[src/rtl/mchk_pkg.sv]
package mchk_pkg;
    localparam int XLEN  = 32;
    localparam int SYN_W = 5;
    localparam int B_DE  = 9;
    localparam int B_ME  = 12;
    localparam int B_EE  = 15;
    localparam logic [XLEN-1:0] CLR_MASK = 32'h0606_F932;
    localparam logic [1:0] WD_STOP = 2'b01;
    localparam int SYN_PIN  = 0;
    localparam int SYN_NMI  = 1;
    localparam int SYN_PAR  = 2;
    localparam int SYN_BUS  = 3;
    localparam int SYN_SBUS = 4;

    typedef struct packed {
        logic             redirect;
        logic             stop;
        logic [XLEN-1:0]  ret_addr;
        logic [XLEN-1:0]  ret_state;
        logic [XLEN-1:0]  msr;
        logic [XLEN-1:0]  vector;
        logic [XLEN-1:0]  fault_addr;
        logic [SYN_W-1:0] syndrome;
    } entry_t;
endpackage

[src/rtl/mchk_pin_sync.sv]
module mchk_pin_sync #(
    parameter int STAGES = 2
) (
    input  logic clk,
    input  logic rst_n,
    input  logic pin_n,
    input  logic enable,
    output logic fall_o
);
    logic [STAGES-1:0] sync_q;
    logic              prev_q;

    generate
        if (STAGES == 1) begin : g_one
            always_ff @(posedge clk or negedge rst_n) begin
                if (!rst_n) sync_q <= '1;
                else        sync_q <= pin_n;
            end
        end else begin : g_chain
            always_ff @(posedge clk or negedge rst_n) begin
                if (!rst_n) sync_q <= '1;
                else        sync_q <= {sync_q[STAGES-2:0], pin_n};
            end
        end
    endgenerate

    always_ff @(posedge clk or negedge rst_n) begin
        if (!rst_n) prev_q <= 1'b1;
        else        prev_q <= sync_q[STAGES-1];
    end

    assign fall_o = enable & prev_q & ~sync_q[STAGES-1];
endmodule

[src/rtl/mchk_decide.sv]
module mchk_decide
    import mchk_pkg::*;
(
    input  logic             stop_q,
    input  logic             me,
    input  logic             ee,
    input  logic [SYN_W-1:0] src,
    input  logic             fetch_fault,
    input  logic             term_err,
    input  logic             wd_second,
    input  logic [1:0]       wd_ctl,
    output logic             take,
    output logic             stop_now
);
    logic maskable;
    logic fatal_off;

    always_comb begin
        maskable  = src[SYN_PIN] | src[SYN_PAR] | src[SYN_BUS] | src[SYN_SBUS];
        fatal_off = maskable | fetch_fault | (term_err & ~ee);
        stop_now  = (~me & fatal_off) | (wd_second & (wd_ctl == WD_STOP));
        take      = ~stop_q & ~stop_now & (src[SYN_NMI] | (me & maskable));
    end
endmodule

[src/rtl/mchk_msr_edit.sv]
module mchk_msr_edit
    import mchk_pkg::*;
(
    input  logic [XLEN-1:0] cur_msr,
    input  logic            dbg_en,
    input  logic            dbg_de_clr,
    input  logic [15:0]     vec_base,
    input  logic [11:0]     vec_off,
    output logic [XLEN-1:0] new_msr,
    output logic [XLEN-1:0] vector
);
    logic [XLEN-1:0] de_bit;

    always_comb begin
        de_bit  = '0;
        de_bit[B_DE] = ~dbg_en | dbg_de_clr;
        new_msr = cur_msr & ~CLR_MASK & ~de_bit;
        vector  = {vec_base, vec_off, 4'b0000};
    end
endmodule

[src/rtl/mchk_entry.sv]
module mchk_entry
    import mchk_pkg::*;
#(
    parameter int SYNC_STAGES = 2
) (
    input  logic             clk,
    input  logic             rst_n,
    input  logic [31:0]      cur_pc,
    input  logic [31:0]      cur_msr,
    input  logic [15:0]      vec_base,
    input  logic [11:0]      vec_off,
    input  logic             pin_en,
    input  logic             mchk_pin_n,
    input  logic             dbg_en,
    input  logic             dbg_de_clr,
    input  logic             nmi_req,
    input  logic             par_err,
    input  logic [31:0]      par_addr,
    input  logic             bus_err,
    input  logic             store_bus_err,
    input  logic             fetch_fault,
    input  logic             term_err,
    input  logic             wd_second,
    input  logic [1:0]       wd_ctl,
    output logic             redirect_o,
    output logic [31:0]      vector_o,
    output logic [31:0]      ret_addr_o,
    output logic [31:0]      ret_state_o,
    output logic [31:0]      msr_o,
    output logic [4:0]       syndrome_o,
    output logic [31:0]      fault_addr_o,
    output logic             chkstop_o
);
    entry_t st_d, st_q;
    logic   pin_fall;
    logic   take, stop_now;
    logic [SYN_W-1:0] src;
    logic [XLEN-1:0]  new_msr, vector;

    mchk_pin_sync #(.STAGES(SYNC_STAGES)) u_sync (
        .clk    (clk),
        .rst_n  (rst_n),
        .pin_n  (mchk_pin_n),
        .enable (pin_en),
        .fall_o (pin_fall)
    );

    always_comb begin
        src           = '0;
        src[SYN_PIN]  = pin_fall;
        src[SYN_NMI]  = nmi_req;
        src[SYN_PAR]  = par_err;
        src[SYN_BUS]  = bus_err;
        src[SYN_SBUS] = store_bus_err;
    end

    mchk_decide u_decide (
        .stop_q      (st_q.stop),
        .me          (cur_msr[B_ME]),
        .ee          (cur_msr[B_EE]),
        .src         (src),
        .fetch_fault (fetch_fault),
        .term_err    (term_err),
        .wd_second   (wd_second),
        .wd_ctl      (wd_ctl),
        .take        (take),
        .stop_now    (stop_now)
    );

    mchk_msr_edit u_edit (
        .cur_msr    (cur_msr),
        .dbg_en     (dbg_en),
        .dbg_de_clr (dbg_de_clr),
        .vec_base   (vec_base),
        .vec_off    (vec_off),
        .new_msr    (new_msr),
        .vector     (vector)
    );

    always_comb begin
        st_d          = st_q;
        st_d.redirect = take;
        st_d.stop     = st_q.stop | stop_now;
        if (take) begin
            st_d.ret_addr  = cur_pc;
            st_d.ret_state = cur_msr;
            st_d.msr       = new_msr;
            st_d.vector    = vector;
            st_d.syndrome  = st_q.syndrome | src;
            if (par_err) st_d.fault_addr = par_addr;
        end
    end

    always_ff @(posedge clk or negedge rst_n) begin
        if (!rst_n) st_q <= '0;
        else        st_q <= st_d;
    end

    assign redirect_o   = st_q.redirect;
    assign vector_o     = st_q.vector;
    assign ret_addr_o   = st_q.ret_addr;
    assign ret_state_o  = st_q.ret_state;
    assign msr_o        = st_q.msr;
    assign syndrome_o   = st_q.syndrome;
    assign fault_addr_o = st_q.fault_addr;
    assign chkstop_o    = st_q.stop;

    p_ret_state_r2: assert property (@(posedge clk) disable iff (!rst_n)
        redirect_o |-> (ret_state_o == $past(cur_msr)) && (ret_addr_o == $past(cur_pc)));

    p_msr_keep_r3: assert property (@(posedge clk) disable iff (!rst_n)
        redirect_o |-> ((msr_o & CLR_MASK) == '0) &&
        (((msr_o ^ $past(cur_msr)) & ~(CLR_MASK | (32'h1 << B_DE))) == '0));

    p_vec_align_r5: assert property (@(posedge clk) disable iff (!rst_n)
        redirect_o |-> (vector_o[3:0] == 4'h0) && (vector_o[31:16] == $past(vec_base)));

    p_syn_grow_r6: assert property (@(posedge clk) disable iff (!rst_n)
        1'b1 |=> ((syndrome_o & $past(syndrome_o)) == $past(syndrome_o)));

    p_fa_hold_r7: assert property (@(posedge clk) disable iff (!rst_n)
        (fault_addr_o != $past(fault_addr_o)) |-> redirect_o);

    p_stop_hold_r12: assert property (@(posedge clk) disable iff (!rst_n)
        chkstop_o |=> chkstop_o);

    p_stop_blocks_r12: assert property (@(posedge clk) disable iff (!rst_n)
        chkstop_o |-> !redirect_o);
endmodule

[config.mk]
export PLATFORM = sky130hd
export DESIGN_NAME = mchk_entry
export DESIGN_NICKNAME = d
export VERILOG_FILES = /design/src/rtl/mchk_pkg.sv /design/src/rtl/mchk_pin_sync.sv /design/src/rtl/mchk_decide.sv /design/src/rtl/mchk_msr_edit.sv /design/src/rtl/mchk_entry.sv
export SDC_FILE = /design/constraint.sdc
export NUM_CORES = 1
export LEC_CHECK = 0
export ABC_AREA = 1
export ABC_CLOCK_PERIOD_IN_PS = 1800
export BUFFER_PORTS_ARGS = -buffer_cell sky130_fd_sc_hd__buf_4
export CORE_ASPECT_RATIO = 0.75
export CORE_MARGIN = 2
export CORE_UTILIZATION = 41
export CTS_CLUSTER_DIAMETER = 120
export DETAILED_ROUTE_END_ITERATION = 7
export HOLD_SLACK_MARGIN = 0.15
export PLACE_DENSITY = 0.84
export SYNTH_ARGS = -nofsm -noshare
export SYNTH_HDL_FRONTEND = slang
export SYNTH_SLANG_ARGS = --single-unit
[constraint.sdc]
create_clock -name clk -period 1.8 [get_ports clk]
set_clock_uncertainty 0.1 [all_clocks]
set_input_delay 0.09 -clock clk [delete_from_list [all_inputs] [get_ports clk]]
set_output_delay 0.09 -clock clk [all_outputs]
set_load 0.05 [all_outputs]
==> results of run 1 <==
## cell usage in the layout, fill, tap and decap left out, types with 2 or more instances in the layout
cell             n
dfrtp_1        132
clkbuf_16       21
nor2_4           2
dfstp_2          3
nand4_1         34
buf_16           3
inv_1           12
conb_1          17
nand3_1         91
nand2_2         20
bufinv_16        6
dlygate4sd3_1  134
buf_6            6
clkinv_4         3
clkinvlp_4       3
buf_12          12
buf_4          297
o21bai_1         4
nand2_1        235
## final timing paths
path / startpoint / to / slack (ns) / cells past startpoint
setup / recovery: u_sync.sync_q[1]$_DFF_PN1_ / ret_state_o[20]$_DFFE_PN0P_ / -0.02 / 9
hold / removal: fetch_fault / chkstop_o$_DFF_PN0_ / 0.26 / 7
setup reg to reg: u_sync.sync_q[1]$_DFF_PN1_ / ret_state_o[20]$_DFFE_PN0P_ / -0.02 / 9
hold reg to reg: u_sync.sync_q[0]$_DFF_PN1_ / u_sync.sync_q[1]$_DFF_PN1_ / 0.26 / 0
max in group asynchronous: rst_n / ret_addr_o[28]$_DFFE_PN0P_ / 0.35 / 4
min in group asynchronous: rst_n / ret_state_o[3]$_DFFE_PN0P_ / 0.64 / 3
## stage by stage
stage	setup TNS (ns)	cells	utilization
after floorplan	-0.258	638	-
after global routing	-3.17	1219	0.753
after global placement	0	1043	0.582
after detailed placement	-0.855	1043	0.582
after CTS	0	1211	0.738
final	-0.0349	1219	0.753
## sequential cells by signal (all words and copies together), names as in the netlist, 2 cells and up
| name | cells |
|---|---|
| msr_o | 2 |
| ret_addr_o | 32 |
| fault_addr_o | 32 |
| u_sync.sync_q | 2 |
| vector_o | 28 |
| syndrome_o | 5 |
| ret_state_o | 31 |
## logic make-up (layout without fill, tap and decap cells)
kind of cell    count (synthesis)  in the layout  share of synthesized area
simple gates                  388            388                      0.296
flops                         135            135                      0.597
buf+inv                        91            497                     0.0963
compound gates                  7              7                    0.00994
other cells                     1             17                   0.000662
## per-layer routing
metal | up-vias | share of wire
met2 | 395 | 0.52
met4 | 0 | 0.025
met1 | 3009 | 0.37
met3 | 53 | 0.080
met5 | - | 0
li1 | 2781 | -
## cell type report
cell class	count	area (um2)
clock buffer	17	425
clock inverter	12	229
fill	819	3360
inverter	12	45.0
multi-input combinational	412	1890
sequential	135	3380
tap	175	219
timing repair buffer	456	4060
## repair_timing
action | CTS | global route
cloned | 3 | 5
resized for setup | 5 | 29
setup buffers | 2 | 4
hold endpoints to repair | 265 | 0
pin swaps | 2 | 3
hold buffers | 134 | 0
setup endpoints to repair | 81 | 121
## critical path, delay by kind of cell, from the launching register on
family | cells | cell delay, ns
and+or+nand+nor | 6 | 0.51
buffers and inverters | 2 | 0.34
DFF | 1 | 0.55
AOI/OAI and AO/OA | 1 | 0.18
## report_power, final
group	total, mW	internal (mW)	leakage, nW	switching [mW]
clock network	3.91	2.58	0.307	1.33
registers	3.04	3.04	1.87	0.00231
logic	0.768	0.427	3.54	0.341
total	7.72	6.05	5.72	1.67
## Yosys cell counts
master | n | area [um2]
dfstp_2 | 3 | 78.8
nand3_1 | 92 | 460
nand4_1 | 34 | 213
buf_4 | 41 | 308
a21oi_1 | 2 | 10.0
clkbuf_1 | 18 | 67.6
nand2_4 | 1 | 11.3
nand2_1 | 256 | 961
buf_6 | 4 | 45.0
conb_1 | 1 | 3.75
nand3b_1 | 1 | 7.51
o21bai_1 | 4 | 30.0
nor2_2 | 1 | 6.26
nor2_4 | 1 | 11.3
nor2_1 | 2 | 7.51
dfrtp_1 | 132 | 3300
o21ai_4 | 1 | 16.3
buf_2 | 16 | 80.1
inv_1 | 12 | 45.0
==> impl_metrics.toml, run 1 <==
[global_route]
grt_use_met3 = 0.0768
grt_pass1_vias = 6339
antenna_found_initial = 0
met2_usage = 0.506
grt-busiest-layer = "met2"
gr-usage-met1 = 0.337
grt_pass1_wl_mm = 33.4
grtUsageTotal = 0.286
gr-total-overflow = 0
grt_max_degree = 49

[setup_path]
worst_setup_path_start_kind = "flip-flop"
worstSetupPathType = "flip-flop to flip-flop"
end_kind = "flip-flop"
critical-path-slowest-cell = "dfstp_2"
path_cells = "nor2_4 > nor2_4 > nand2_2 > a21oi_4 > buf_12 > nand2_8 > buf_16 > nand2_1 > nand2_1"
crit_arrival_ns = 1.99
worst-path-max-fanout = 25
required_ns = 1.97
slowest_delay_ns = 0.55

[floorplan]
io_pins = 306
start_util = 0.416
rows = 37
die_w_um = 140
core_mm2 = 0.0136
die_area_mm2 = 0.0148
die_h_um = 106

[yosys]
ys_seq_elements = 135
synth_cells = 622
ys_warn_count = 0
synth_cell_type_count = 19
syn_area_mm2 = 0.00567
yosysSeqAreaShare = 0.597
synth_area_per_cell_um2 = 9.11

[cts]
cts_tree = "done"
cts_buffer_depth = 2
clkTransAtPathRegs_ns = 0.06
clock_sinks = 135
clk_latency_ns = 0.40
ctsHtreeMaxLevel = 4
cts-root-buf = "clkbuf_16"
numCtsBuffers = 17

[placement]
placed_area_mm2 = 0.00792
preCtsSetupSlack_ns = -0.0642
dp_hpwl_mm = 11.4
gp_congestion = 0.785
io_buffer_count = 288

[drt]
detail-route-antenna-nets = 0
routed_via_density = 5.12
drt-initial-drc-count = 557
wl_mm = 22.3
num_vias = 6238
drc = 0
dr.pass1.iters = 6
wl_per_cell_um = 18.3

[flow_run]
drv_cap = 0

[power]
max-vdd-ir-drop_uv = 626
p_total_mw = 7.72
p_leak_nw = 5.72
powerDensity_mw_per_mm2 = 753

[run_status]
status = "finished, violations left"
violations = "setup timing"

[sta]
fin_crit_sh = 1.01
fin_crit_ns = 1.82
slew_viol_final = 0
rsz0062_at_grt = "true"
finalHoldViolCount = 0
setup_slack_ns = -0.0212
fmax_mhz = 549
setup_violations = 2
hold_slack_ns = 0.256

[finish]
antennaDiodeCount = 0
drive_above_1_share = 0.366
fin_nets = 1173
final_area_mm2 = 0.0102
syn_to_final_growth_pct = 80.9

[hold_path]
hold_path_class = "input pin to flip-flop"
Note: power is estimated with default switching activity, not from simulation.
==> run 2, diff against run 1 <==
ABC_AREA = unset   (was 1)
CORE_UTILIZATION = 40   (was 41)
==> run 2 against run 1 <==
Against the previous run: the flow still finishes with violations (setup timing); critical endpoint is now ret_addr_o[24]$_DFFE_PN0P_; total power up 34%; largest cell class unchanged; synthesized cell count down 46%; largest power group is now sequential cells; maximum frequency down 18%.
==> impl_metrics.toml, run 2 <==
[sta]
fin_crit_sh = 1.23
fin_crit_ns = 2.21
setup_violations = 95
rsz0062_at_grt = "true"
finalHoldViolCount = 0
setup_slack_ns = -0.411
setup_tns_ns = -34.20
fmax_mhz = 452
slew_viol_final = 0

[cts]
cts_buffer_depth = 2
cts-root-buf = "clkbuf_16"
ctsHtreeMaxLevel = 4
cts_tree = "done"
clock_sinks = 135
numCtsBuffers = 17
clkTransAtPathRegs_ns = 0.05
clk_latency_ns = 0.40

[flow_run]
drv_cap = 0

[setup_path]
crit_arrival_ns = 2.40
slowest_delay_ns = 0.52
crit_top_cell = "buf_12"
required_ns = 1.99
end_kind = "flip-flop"
critical-path-slowest-cell = "dfstp_2"
worst-path-max-fanout = 19
worst_setup_path_start_kind = "flip-flop"
worstSetupPathType = "flip-flop to flip-flop"
path_cells = "and3b_2 > o41ai_4 > nor3b_4 > buf_12 > buf_12 > mux2_2"

[yosys]
yosysSeqAreaShare = 0.637
synth_edf_count = 0
synth_area_per_cell_um2 = 15.9
synth_cells = 333
ys_warn_count = 0
synth-compound-area-share = 0.0156
syn_area_mm2 = 0.00531
synthMuxAreaShare = 0.263
synth_top_family_by_area = "multiplexers"
synth.most_common_cell = "dfrtp_1"
yosys.area_share.simple = 0.0130
synth_cell_type_count = 26
synth_xor_xnor_area_share = 0
ys_top_cells_by_area = "dfrtp_1 (62%), mux2_2 (15%), mux2_1 (11%)"
synth_ff_type = "dfrtp_1"
async_reset_ff_frac = 1.00
synth.top_cell.area_share = 0.622
synth_adder_area_share = 0
yosysTopAreaCell = "dfrtp_1"
ys_seq_elements = 135
synth.top_cells.by_count = "dfrtp_1 (132), mux2_2 (72), mux2_1 (52)"

[floorplan]
core_mm2 = 0.0130
start_util = 0.409
rows = 36
io_pins = 306
die_h_um = 104
die_w_um = 137
die_area_mm2 = 0.0142

[hold_path]
hold_path_class = "input pin to asynchronous set/reset pin"

[drt]
num_vias = 4404
routed.top_layer = "met4"
dr_wl_met2_mm = 9.43
wl_mm = 17.3
dr.pass1.iters = 5
wl_met1_mm = 6.32
wl_per_cell_um = 18.2
drt-initial-drc-count = 102
routed_via_density = 4.63
detail-route-antenna-nets = 0
drc = 0
wl_met3_mm = 1.13

[global_route]
antenna_found_initial = 0
grt_max_degree = 73
gr-total-overflow = 0
grt_pass1_vias = 4835
grtUsageTotal = 0.234
grt_pass1_wl_mm = 25.4

[run_status]
violations = "setup timing"
status = "finished, violations left"

[placement]
dp_hpwl_mm = 10.1
io_buffer_count = 288
placed_area_mm2 = 0.00764
gp_congestion = 0.710
preCtsSetupSlack_ns = -0.436

[power]
powerDensity_mw_per_mm2 = 1050
max-vdd-ir-drop_uv = 860
p_leak_nw = 4.98
p_total_mw = 10.4

[finish]
final_area_mm2 = 0.00989
ff_latch_area_mm2 = 0.00338
syn_to_final_growth_pct = 86.4
fillers = 730
fin_nets = 906
drive_above_1_share = 0.579
antennaDiodeCount = 0
final_common_cell = "buf_4"
layout_common_cells = "buf_4 (300), dlygate4sd3_1 (135), dfrtp_1 (131)"
multi_input_area_mm2 = 0.00181
[run 2: path summary, 6_finish.rpt]
path | startpoint | end | slack, ns | cells after the start
worst max register to register | u_sync.sync_q[1]$_DFF_PN1_ | ret_addr_o[24]$_DFFE_PN0P_ | -0.41 | 6
max in group asynchronous | rst_n | fault_addr_o[27]$_DFFE_PN0P_ | 1.10 | 3
worst max-delay path | u_sync.sync_q[1]$_DFF_PN1_ | ret_addr_o[24]$_DFFE_PN0P_ | -0.41 | 6
min in group clk | pin_en | syndrome_o[0]$_DFFE_PN0P_ | 0.18 | 4
worst min register to register | u_sync.sync_q[0]$_DFF_PN1_ | u_sync.sync_q[1]$_DFF_PN1_ | 0.26 | 0
worst min-delay path | rst_n | ret_state_o[14]$_DFFE_PN0P_ | 0.17 | 3
[run 2: layout make-up]
| cell class | count | share of cell area |
|---|---|---|
| timing repair buffer | 448 | 0.391 |
| sequential | 135 | 0.342 |
| multi-input combinational | 162 | 0.183 |
| clock buffer | 26 | 0.0525 |
| tap | 171 | 0.0216 |
| clock inverter | 6 | 0.00885 |
| inverter | 3 | 0.00114 |
[run 2: power by group]
group,internal (mW),total [mW],switching (mW)
Clock,2.26,3.47,1.21
Combinational,1.21,3.24,2.03
Sequential,3.40,3.64,0.243
Total,6.87,10.4,3.49
[run 2: stage by stage]
step           cells   util  hold slack [ns]
3_5_place_dp     777  0.589           0.0446
5_1_grt          951  0.763            0.176
3_3_place_gp     777  0.589           0.0256
4_1_cts          944  0.743           -0.210
6_report         951  0.763            0.173
2_1_floorplan    349      -           -0.306
[run 2: worst max-delay path, delay by kind of cell, from the launching register on]
family,cells,cell delay [ns]
AOI/OAI and AO/OA,1,0.23
muxes,1,0.35
DFF,1,0.52
and+or+nand+nor,2,0.54
buffers and inverters,2,0.35
[run 2: metal layers]
metal	GRT usage	up-vias
met5	0	-
met4	0.0825	0
met3	0.0705	33
met2	0.437	193
met1	0.245	2196
li1	-	1982
[run 2: what timing repair did]
action | in CTS | in global routing
endpoints found under the hold margin | 266 | 2
endpoints found under the setup margin | 95 | 121
hold buffers | 133 | 2
gates cloned | 0 | 4
buffers inserted | 2 | 1
gates resized for setup | 12 | 37
[run 2: cell families after synthesis]
family,count (synthesis)
buffers and inverters,52
flip-flops,135
multiplexers,124
AO/OA/AOI/OAI,10
AND/OR/NAND/NOR,11
other,1
